--- config.mk ---
export PLATFORM = sky130hd
export DESIGN_NAME = fetch_xlat_filter
export DESIGN_NICKNAME = d
export VERILOG_FILES = /design/src/rtl/fxf_pkg.sv /design/src/rtl/fxf_align.sv /design/src/rtl/fxf_sat_counter.sv /design/src/rtl/fxf_thread.sv /design/src/rtl/fetch_xlat_filter.sv
export SDC_FILE = /design/constraint.sdc
export NUM_CORES = 1
export LEC_CHECK = 0
export CORE_ASPECT_RATIO = 1.4
export CORE_MARGIN = 3
export CORE_UTILIZATION = 57
export CTS_BUF_LIST = sky130_fd_sc_hd__clkbuf_8 sky130_fd_sc_hd__clkbuf_16
export CTS_CLUSTER_DIAMETER = 50
export DETAILED_ROUTE_END_ITERATION = 8
export PLACE_DENSITY = 0.84
export SYNTH_ARGS = -nofsm -noshare
export SYNTH_HDL_FRONTEND = slang
export SYNTH_HIERARCHICAL = 1
export SYNTH_SLANG_ARGS = --single-unit
--- constraint.sdc ---
create_clock -name clk -period 9.15 [get_ports clk]
set_input_delay 2.2875 -clock clk [delete_from_list [all_inputs] [get_ports clk]]
set_output_delay 2.2875 -clock clk [all_outputs]
set_load 0.02 [all_outputs]
--- src/rtl/fxf_pkg.sv ---
package fxf_pkg;
    typedef enum logic [1:0] {
        TS_IDLE       = 2'd0,
        TS_XLAT_WAIT  = 2'd1,
        TS_CACHE_WAIT = 2'd2,
        TS_TRAP_PEND  = 2'd3
    } tstate_e;
endpackage

--- src/rtl/fxf_align.sv ---
module fxf_align #(
    parameter int VADDR_W     = 32,
    parameter int BLOCK_BYTES = 64
) (
    input  logic [VADDR_W-1:0] addr_in,
    output logic [VADDR_W-1:0] addr_out
);
    localparam int OFF_W = $clog2(BLOCK_BYTES);

    always_comb begin
        addr_out = {addr_in[VADDR_W-1:OFF_W], {OFF_W{1'b0}}};
    end
endmodule

--- src/rtl/fxf_sat_counter.sv ---
module fxf_sat_counter #(
    parameter int CNT_W = 16
) (
    input  logic             clk,
    input  logic             rst_n,
    input  logic             inc,
    output logic [CNT_W-1:0] count
);
    localparam logic [CNT_W-1:0] CNT_MAX = {CNT_W{1'b1}};

    logic [CNT_W-1:0] cnt_d, cnt_q;

    always_comb begin
        cnt_d = cnt_q;
        if (inc && cnt_q != CNT_MAX) cnt_d = cnt_q + 1'b1;
    end

    always_ff @(posedge clk) begin
        if (!rst_n) cnt_q <= '0;
        else        cnt_q <= cnt_d;
    end

    assign count = cnt_q;

    assert_sat_hold_R10: assert property (@(posedge clk) disable iff (!rst_n)
        (cnt_q == CNT_MAX) |=> (cnt_q == CNT_MAX));
    assert_drop_step_R6: assert property (@(posedge clk) disable iff (!rst_n)
        (inc && cnt_q != CNT_MAX) |=> (cnt_q == $past(cnt_q) + 1'b1));
    assert_no_spurious_R6: assert property (@(posedge clk) disable iff (!rst_n)
        !inc |=> $stable(cnt_q));
endmodule

--- src/rtl/fxf_thread.sv ---
module fxf_thread
    import fxf_pkg::*;
#(
    parameter int VADDR_W = 32,
    parameter int TAG_W   = 4
) (
    input  logic               clk,
    input  logic               rst_n,
    input  logic               fetch_hit,
    input  logic [VADDR_W-1:0] fetch_vaddr,
    input  logic [VADDR_W-1:0] fetch_block,
    input  logic               squash_hit,
    input  logic [VADDR_W-1:0] squash_pc,
    input  logic               rsp_hit,
    input  logic [TAG_W-1:0]   rsp_tag,
    input  logic [VADDR_W-1:0] rsp_vaddr,
    input  logic               rsp_fault,
    input  logic               switched_out,
    output logic               take,
    output logic [TAG_W-1:0]   next_tag,
    output logic               match,
    output logic               drop,
    output logic [VADDR_W-1:0] block_addr,
    output logic [VADDR_W-1:0] cur_pc
);
    typedef struct packed {
        tstate_e            st;
        logic               rec;
        logic [TAG_W-1:0]   tag;
        logic [VADDR_W-1:0] addr;
        logic [VADDR_W-1:0] pc;
    } thr_t;

    thr_t s_d, s_q;

    always_comb begin
        take     = fetch_hit && (s_q.st == TS_IDLE) && !squash_hit;
        next_tag = s_q.tag + 1'b1;
        match    = rsp_hit && (s_q.st == TS_XLAT_WAIT) && s_q.rec &&
                   (rsp_tag == s_q.tag) && (rsp_vaddr == s_q.addr) &&
                   !switched_out && !squash_hit;
        drop     = rsp_hit && !match;

        s_d = s_q;
        if (squash_hit) begin
            s_d.st  = TS_IDLE;
            s_d.rec = 1'b0;
            s_d.pc  = squash_pc;
        end else if (take) begin
            s_d.st   = TS_XLAT_WAIT;
            s_d.rec  = 1'b1;
            s_d.tag  = next_tag;
            s_d.addr = fetch_block;
            s_d.pc   = fetch_vaddr;
        end else if (match) begin
            if (rsp_fault) begin
                s_d.st  = TS_TRAP_PEND;
                s_d.rec = 1'b0;
            end else begin
                s_d.st  = TS_CACHE_WAIT;
            end
        end
    end

    always_ff @(posedge clk) begin
        if (!rst_n) begin
            s_q.st   <= TS_IDLE;
            s_q.rec  <= 1'b0;
            s_q.tag  <= '0;
            s_q.addr <= '0;
            s_q.pc   <= '0;
        end else begin
            s_q <= s_d;
        end
    end

    assign block_addr = s_q.addr;
    assign cur_pc     = s_q.pc;

    assert_squash_idle_R7: assert property (@(posedge clk) disable iff (!rst_n)
        squash_hit |=> (s_q.st == TS_IDLE && !s_q.rec));
    assert_match_leaves_wait_R4: assert property (@(posedge clk) disable iff (!rst_n)
        match |=> (s_q.st == TS_CACHE_WAIT || s_q.st == TS_TRAP_PEND));
    assert_busy_no_take_R3: assert property (@(posedge clk) disable iff (!rst_n)
        (s_q.st != TS_IDLE) |-> !take);
endmodule

--- src/rtl/fetch_xlat_filter.sv ---
module fetch_xlat_filter #(
    parameter int NUM_THREADS = 2,
    parameter int VADDR_W     = 32,
    parameter int BLOCK_BYTES = 64,
    parameter int TAG_W       = 4,
    parameter int CNT_W       = 16,
    localparam int TID_W      = (NUM_THREADS > 1) ? $clog2(NUM_THREADS) : 1
) (
    input  logic               clk,
    input  logic               rst_n,
    input  logic               fetch_valid,
    input  logic [TID_W-1:0]   fetch_tid,
    input  logic [VADDR_W-1:0] fetch_vaddr,
    input  logic               squash_valid,
    input  logic [TID_W-1:0]   squash_tid,
    input  logic [VADDR_W-1:0] squash_pc,
    input  logic               switched_out,
    output logic               xreq_valid,
    output logic [TID_W-1:0]   xreq_tid,
    output logic [TAG_W-1:0]   xreq_tag,
    output logic [VADDR_W-1:0] xreq_vaddr,
    input  logic               xrsp_valid,
    input  logic [TID_W-1:0]   xrsp_tid,
    input  logic [TAG_W-1:0]   xrsp_tag,
    input  logic [VADDR_W-1:0] xrsp_vaddr,
    input  logic               xrsp_fault,
    output logic               creq_valid,
    output logic [TID_W-1:0]   creq_tid,
    output logic [VADDR_W-1:0] creq_addr,
    output logic               fault_valid,
    output logic [TID_W-1:0]   fault_tid,
    output logic [VADDR_W-1:0] fault_pc,
    output logic               wake,
    output logic [CNT_W-1:0]   drop_count
);
    localparam int OFF_W = $clog2(BLOCK_BYTES);

    typedef struct packed {
        logic               xreq_valid;
        logic [TID_W-1:0]   xreq_tid;
        logic [TAG_W-1:0]   xreq_tag;
        logic [VADDR_W-1:0] xreq_vaddr;
        logic               creq_valid;
        logic [TID_W-1:0]   creq_tid;
        logic [VADDR_W-1:0] creq_addr;
        logic               fault_valid;
        logic [TID_W-1:0]   fault_tid;
        logic [VADDR_W-1:0] fault_pc;
        logic               wake;
    } out_t;

    out_t o_d, o_q;

    logic [VADDR_W-1:0] fetch_block;
    logic [NUM_THREADS-1:0] th_take, th_match, th_drop;
    logic [TAG_W-1:0]   th_next_tag [NUM_THREADS];
    logic [VADDR_W-1:0] th_addr     [NUM_THREADS];
    logic [VADDR_W-1:0] th_pc       [NUM_THREADS];
    logic               any_drop;

    fxf_align #(.VADDR_W(VADDR_W), .BLOCK_BYTES(BLOCK_BYTES)) u_align (
        .addr_in  (fetch_vaddr),
        .addr_out (fetch_block)
    );

    for (genvar t = 0; t < NUM_THREADS; t++) begin : g_thr
        fxf_thread #(.VADDR_W(VADDR_W), .TAG_W(TAG_W)) u_thr (
            .clk          (clk),
            .rst_n        (rst_n),
            .fetch_hit    (fetch_valid && fetch_tid == TID_W'(t)),
            .fetch_vaddr  (fetch_vaddr),
            .fetch_block  (fetch_block),
            .squash_hit   (squash_valid && squash_tid == TID_W'(t)),
            .squash_pc    (squash_pc),
            .rsp_hit      (xrsp_valid && xrsp_tid == TID_W'(t)),
            .rsp_tag      (xrsp_tag),
            .rsp_vaddr    (xrsp_vaddr),
            .rsp_fault    (xrsp_fault),
            .switched_out (switched_out),
            .take         (th_take[t]),
            .next_tag     (th_next_tag[t]),
            .match        (th_match[t]),
            .drop         (th_drop[t]),
            .block_addr   (th_addr[t]),
            .cur_pc       (th_pc[t])
        );
    end

    always_comb begin
        any_drop      = |th_drop;
        o_d           = o_q;
        o_d.xreq_valid  = |th_take;
        o_d.xreq_tid    = fetch_tid;
        o_d.xreq_tag    = th_next_tag[fetch_tid];
        o_d.xreq_vaddr  = fetch_block;
        o_d.creq_valid  = |th_match && !xrsp_fault;
        o_d.creq_tid    = xrsp_tid;
        o_d.creq_addr   = th_addr[xrsp_tid];
        o_d.fault_valid = |th_match && xrsp_fault;
        o_d.fault_tid   = xrsp_tid;
        o_d.fault_pc    = th_pc[xrsp_tid];
        o_d.wake        = xrsp_valid;
    end

    always_ff @(posedge clk) begin
        if (!rst_n) o_q <= '0;
        else        o_q <= o_d;
    end

    fxf_sat_counter #(.CNT_W(CNT_W)) u_cnt (
        .clk   (clk),
        .rst_n (rst_n),
        .inc   (any_drop),
        .count (drop_count)
    );

    assign xreq_valid  = o_q.xreq_valid;
    assign xreq_tid    = o_q.xreq_tid;
    assign xreq_tag    = o_q.xreq_tag;
    assign xreq_vaddr  = o_q.xreq_vaddr;
    assign creq_valid  = o_q.creq_valid;
    assign creq_tid    = o_q.creq_tid;
    assign creq_addr   = o_q.creq_addr;
    assign fault_valid = o_q.fault_valid;
    assign fault_tid   = o_q.fault_tid;
    assign fault_pc    = o_q.fault_pc;
    assign wake        = o_q.wake;

    assert_one_outcome_R5: assert property (@(posedge clk) disable iff (!rst_n)
        !(creq_valid && fault_valid));
    assert_wake_follows_R9: assert property (@(posedge clk) disable iff (!rst_n)
        xrsp_valid |=> wake);
    assert_block_aligned_R2: assert property (@(posedge clk) disable iff (!rst_n)
        xreq_valid |-> (xreq_vaddr[OFF_W-1:0] == '0));
    assert_no_rsp_no_result_R6: assert property (@(posedge clk) disable iff (!rst_n)
        !xrsp_valid |=> (!creq_valid && !fault_valid));
endmodule

# Word level (Yosys, flattened, before mapping)
# Index checks and enable logic that the tools add are counted.
[op_classes] bitwise=8 magnitude_cmp=2 n_mux=19 add_sub_neg=3 n_eq_ne=7 reduce_logical=52
[ops] op="32-bit two-way mux" count=10
[ops] op="32-bit equality test" count=2
[ops] op="1-bit logical AND" count=27
[ops] op="16-bit by 1-bit adder with 16-bit output (second input constant)" count=1
[ops] op="16-bit != test (second input constant)" count=1
[ops] op="4-bit two-way mux" count=3
[ops] op="2-bit nonzero test" count=6
[ops] op="2-bit OR reduction" count=5
[ops] op="4-bit by 1-bit adder with 4-bit output (second input constant)" count=2
[ops] op="4-bit equality test" count=2
[ops] op="2-bit two-way mux" count=4
[ops] op="2-bit AND reduction" count=4
[ops] op="1-bit logical NOT" count=6
[ops] op="1-bit inverter" count=6
[ops] op="3-bit OR reduction" count=2
[ops] op="2-bit by 1-bit equality test with 1-bit output (second input constant)" count=2
[ops] op="2-bit >= comparator (second input constant)" count=2
[ops] op="2-bit logical NOT" count=2
[ops] op="1-bit inverter with 2-bit output" count=2
[ops] op="1-bit two-way mux" count=2
[word_totals] output_inout_bits=123 ff_bits=252 inputBits=110

# Logic depth before layout (Yosys ltp)
[depth] ltp_word=12 ltp_mapped=14

# By module
# Netlist, hierarchy kept.
[modules_own_cells] module="fxf_thread" cells_per_inst=465 seq_area_each_um2=1421.4 instances=2 area_each_um2=3945.0
[modules_own_cells] module="fetch_xlat_filter" cells_per_inst=310 seq_area_each_um2=2122.0 instances=1 area_each_um2=3672.3
[modules_own_cells] module="fxf_sat_counter" cells_per_inst=97 seq_area_each_um2=320.3 instances=1 area_each_um2=837.1
[modules_own_cells] module="fxf_align" cells_per_inst=33 seq_area_each_um2=0.0 instances=1 area_each_um2=244.0

# Least setup slack after synthesis
# OpenSTA, ideal clock, no wires.
[synth_timing] kind="in2reg" start="in xrsp_tid" end="reg u_cnt.cnt_q[8] (netlist: u_cnt/count[8])" path_slack_ps=4425 required_ps=9022 setup_time_ps=128 arrival_time_ps=4597 stages=14 cell_sequence="buf_4 buf_8 buf_8 and2_1 nor4bb_1 o2111a_1 nand4_2 nor3_1 nor2b_1 or2_2 and4_1 o311ai_0 xor2_1 nor2_1"
[synth_via] word_cells_on_any_way=21
[synth_rtl] item="start: declaration" line="fetch_xlat_filter.sv:23" source="input logic [TID_W-1:0] xrsp_tid,"
[synth_rtl] item="1-bit logical AND" line="fetch_xlat_filter.sv:75" source=".rsp_hit (xrsp_valid && xrsp_tid == TID_W'(t)),"
[synth_rtl] item="1-bit logical AND (3 in a row)" line="fxf_thread.sv:39" source="match = rsp_hit && (s_q.st == TS_XLAT_WAIT) && s_q.rec &&"
[synth_rtl] item="1-bit logical AND (2 in a row)" line="fxf_thread.sv:40" source="(rsp_tag == s_q.tag) && (rsp_vaddr == s_q.addr) &&"
[synth_rtl] item="1-bit logical AND" line="fxf_thread.sv:41" source="!switched_out && !squash_hit;"
[synth_rtl] item="via th_match[1]" line="fetch_xlat_filter.sv:55" source="logic [NUM_THREADS-1:0] th_take, th_match, th_drop;"
[synth_rtl] item="1-bit logical NOT" line="fxf_thread.sv:42" source="drop = rsp_hit && !match;"
[synth_rtl] item="1-bit logical AND" line="fxf_thread.sv:42"
[synth_rtl] item="via th_drop[1]" line="fetch_xlat_filter.sv:55"
[synth_rtl] item="2-bit OR reduction" line="fetch_xlat_filter.sv:90" source="any_drop = |th_drop;"
[synth_rtl] item="via any_drop" line="fetch_xlat_filter.sv:59" source="logic any_drop;"
[synth_rtl] item="1-bit logical AND" line="fxf_sat_counter.sv:15" source="if (inc && cnt_q != CNT_MAX) cnt_d = cnt_q + 1'b1;"
[synth_rtl] item="end signal: assignment" line="fxf_sat_counter.sv:20" source="else cnt_q <= cnt_d;"
[synth_rtl] item="end: declaration" line="fxf_sat_counter.sv:11" source="logic [CNT_W-1:0] cnt_d, cnt_q;"
# The timed path passes the listed nets, and every way through them passes these cells.
# A chain may end at the register's enable or synchronous reset.

# Worst setup path in the final report
[layout_timing] start="in squash_tid" end="reg u_cnt.cnt_q[8] (netlist: u_cnt/count[8])"
[layout_via] word_cells_on_any_way=13
[layout_rtl] item="start: declaration" line="fetch_xlat_filter.sv:15" source="input logic [TID_W-1:0] squash_tid,"
[layout_rtl] item="1-bit logical AND" line="fetch_xlat_filter.sv:73" source=".squash_hit (squash_valid && squash_tid == TID_W'(t)),"
[layout_rtl] item="1-bit logical NOT" line="fxf_thread.sv:41"
[layout_rtl] item="1-bit logical AND" line="fxf_thread.sv:41"
[layout_rtl] item="via th_match[1]" line="fetch_xlat_filter.sv:55"
[layout_rtl] item="1-bit logical NOT" line="fxf_thread.sv:42"
[layout_rtl] item="1-bit logical AND" line="fxf_thread.sv:42"
[layout_rtl] item="via th_drop[1]" line="fetch_xlat_filter.sv:55"
[layout_rtl] item="2-bit OR reduction" line="fetch_xlat_filter.sv:90"
[layout_rtl] item="via any_drop" line="fetch_xlat_filter.sv:59"
[layout_rtl] item="1-bit logical AND" line="fxf_sat_counter.sv:15"
# The timed path passes the listed nets, and every way through them passes these cells.

==> flow_summary_export.csv <==
group,metric,value,unit
synth,seq_area_frac_synth,41.8,%
timing,final.setup.tns,0,ns
floorplanning,dieHeight,182,um
setup_path,r2r.worst_path.cells,10,
placed_design,io_buffer_count,232,
synth,synth_enable_flop_cells,0,
setup_path,end_kind,"flop",
synth,netlist_top_cells_area,"sky130_fd_sc_hd__dfxtp_1 (42%), sky130_fd_sc_hd__mux2i_1 (11%), sky130_fd_sc_hd__buf_4 (10%)",
final_layout,area_growth_syn_to_fin,16.2,%
timing,final.setup.worst_slack,4.13,ns
floorplanning,fp.coreArea,21500,um2
routing,final_routed_wire_length_divided_by_cell_count,17.3,um
timing,layout_worst_path_cycle_share,54.8,%
routing,drtAntennaViolNets,0,
floorplanning,die_extent_in_x,132,um
setup_path,setup.worst_path.start_class,"primary input",
timing,post-route-min-period,5.02,ns
routing,vias,9000,
placed_design,post-place-ws,3.64,ns
final_layout,layout.cell_area.non_filler,14700,um2
cts,postCtsSetupBuffers,0,
synth,synth_cell_types,50,
setup_path,arrival,5.42,ns
worst_hold_path,hold_path_end,"g_thr[0].u_thr/block_addr[8]",
synth,synthCells,1370,
routing,route.detailed.vias_per_inst,5.22,
worst_hold_path,hold-path-cell-count,2,
routing,drt-initial-drc-count,481,
cts,cts-hold-fix-buffers,0,
cts,cts-buffers-inserted,26,
floorplanning,initial_util,58.8,%
synth,syn-mean-instance-area,9.23,um2
power,power-per-cell-area,180,nW/um2
timing,number_of_endpoints_failing_setup_at_the_final_stage,0,
synth,asyncSetResetFlopFracSynth,0,%
cts,clk_root_buffer_cell,"sky130_fd_sc_hd__clkbuf_16",
synth,synth.ff_latch_count,264,
synth,synthDominantAreaCellType,"sky130_fd_sc_hd__dfxtp_1",
grt,grt_pass1_vias,8982,
final_layout,post-route-util,68.3,%
power,cellLeakagePower,5.71,nW
final_layout,layout.area.seq,5290,um2
power,total_power,2.64,mW
cts,cts_tree,"built",
routing,first_pass_iters,4,
power,vdd_ir_max,157,uV
setup_path,crit_required,9.55,ns
cts,count_of_cells_resized_by_post_cts_repair,0,
cts,cts.path.max_buffers,3,
cts,cts.reportedPaths.clkPinSlew,0.06,ns
floorplanning,std_cell_rows,63,
timing,max_freq,199,MHz
synth,ys_warn_count,6,
synth,synth_ff_type,"sky130_fd_sc_hd__dfxtp_1",
setup_path,rrSetupSlack,6.30,ns
timing,drv_slew,0,
timing,unrepaired_setup_endpoints_after_global_routing,"false",
timing,clock-skew-final,0.00968,ns
final_layout,final_cell_mix,"sky130_fd_sc_hd__dfxtp_1 (264), sky130_fd_sc_hd__clkdlybuf4s50_1 (230), sky130_fd_sc_hd__nand2_1 (208), sky130_fd_sc_hd__mux2i_1 (135), sky130_fd_sc_hd__and2_1 (105)",
cts,cts_sinks,264,
final_layout,num-fill-cells,1694,
run,cap_viol_max_count,0,
routing,drt_wl_total,29800,um
placed_design,globalplace.congestion,0.905,
timing,worstMarginPinSlew,0.955,ns
final_layout,drive_gt1_share,4.84,%
grt,grt_remaining_overflow,0,
floorplanning,dieArea,24000,um2
cts,htree_num_levels,1,
floorplanning,io_pins,233,
timing,hold_violations_final,0,
grt,pin_count_of_the_biggest_net_entering_global_routing,166,
final_layout,num-nets-final,1524,
setup_path,setup.worst_path.class,"in -> reg",
grt,grt_pass1_wl,46600,um
timing,slew_headroom,36.4,%
placed_design,dpl_cell_area,13800,um2
grt,antenna_violations_before_repair,3,
cts,insertion_delay,0.52,ns
synth,synth.top_cell.area_share,41.8,%
setup_path,rr_endpoint,"u_cnt/count[8]",
setup_path,timing.critical_path.fanout_max,67,
grt,grt_util_all_layers,23.8,%
final_layout,mostFrequentLayoutCell,"sky130_fd_sc_hd__dfxtp_1",
worst_hold_path,hold_path_class,"reg -> reg",
worst_hold_path,holdCritStartpoint,"g_thr[0].u_thr/block_addr[8]",
placed_design,detailed_place_hpwl,20500,um
final_layout,multi_input_comb_area,5720,um2
setup_path,critical_path.reg2reg.startpoint,"g_thr[1].u_thr/block_addr[11]",
synth,post_synth_instance_area,12600,um2
run_status,run_status,"finished, final reports clean",
routing,post-route-drc-count,0,
## kinds of logic (layout without fill, tap and decap cells)
family / Yosys count / after routing / synth area share (%)
simple gates: 467 / 467 / 19.6
flops: 264 / 264 / 41.8
buf+inv: 248 / 300 / 13.2
compound gates: 172 / 172 / 8.77
mux: 135 / 135 / 10.7
xor+xnor: 80 / 80 / 5.54
fa+ha+maj: 3 / 3 / 0.297
other cells: 1 / 10 / 0.0297
## per-layer routing
metal / track usage [%] / vias up / share of wire (%)
li1: - / 4434 / -
met1: 28.0 / 4232 / 40
met2: 42.5 / 284 / 51
met3: 4.85 / 50 / 6.1
met4: 9.54 / 0 / 3.3
met5: 0 / - / 0
## state kept, by name, summed over array words and instances (netlist names), 4 cells and up
name	flops
g_thr.u_thr/cur_pc	64
creq_addr	32
fault_pc	32
g_thr.u_thr/block_addr	64
g_thr.u_thr/s_q	14
u_cnt/count	16
xreq_tag	4
xreq_vaddr	32
## Yosys cell counts (all sizes together) (2+ instances only)
master and instances:
nor4 20, nor2b 73, and4 3, a31oi 2, and2 106, o41a 2
o2111a 2, nand3 8, nand4 10, o21ai 71, clkbuf 43, nor4bb 3
inv 15, o21a 3, or3 5, nor2 9, o31ai 7, buf 190
o21ba 2, ha 3, nor3 4, dfxtp 264, nor3b 3, mux2i 135
xor2 69, or4 7, nand2b 4, a21oi 11, nand2 208, xnor2 11
or2b 2, a21boi 68
## worst max-delay path, cell delays in order
cell                              delay [ns]
sky130_fd_sc_hd__clkdlybuf4s50_1        0.46
sky130_fd_sc_hd__and2_2                 0.19
sky130_fd_sc_hd__buf_4                  0.32
sky130_fd_sc_hd__nor4bb_1               0.36
sky130_fd_sc_hd__o2111a_1               0.24
sky130_fd_sc_hd__nand4_2                0.11
sky130_fd_sc_hd__nor3_1                 0.32
sky130_fd_sc_hd__nor2b_1                0.08
sky130_fd_sc_hd__or2_2                  0.37
sky130_fd_sc_hd__and4_1                 0.26
sky130_fd_sc_hd__o311ai_0               0.14
sky130_fd_sc_hd__xor2_1                 0.22
sky130_fd_sc_hd__nor2_1                 0.06
## area by class of cell
cell class / count / area share [%]
multi-input combinational: 863 / 38.9
clock inverter: 11 / 0.724
clock buffer: 33 / 5.16
inverter: 15 / 0.383
timing repair buffer: 241 / 16.3
antenna: 4 / 0.0681
sequential: 264 / 36.0
tap: 292 / 2.49
## metrics by stage
step / instances / hold WS [ns]
floorplan: 1375 / 0.464
global placement: 1674 / 0.477
detailed placement: 1674 / 0.486
CTS: 1718 / 0.495
global route: 1722 / 0.516
finish: 1723 / 0.491
## power by group
| group | internal (mW) | switching (mW) | total (mW) |
|---|---|---|---|
| clock | 0.636 | 0.434 | 1.07 |
| combinational | 0.162 | 0.174 | 0.336 |
| sequential | 1.20 | 0.0292 | 1.23 |
## worst max path at each step
stage,start,to,slack [ns],depth (start not counted)
global route,squash_tid,u_cnt/count[6],3.90,13
detailed placement,squash_tid,u_cnt/count[8],3.64,13
floorplan,xrsp_tid,u_cnt/count[8],4.43,14
finish,squash_tid,u_cnt/count[8],4.13,13
CTS,squash_tid,u_cnt/count[8],4.20,13
global placement,squash_tid,u_cnt/count[6],3.74,13
Power figures use the tool's default switching activity.
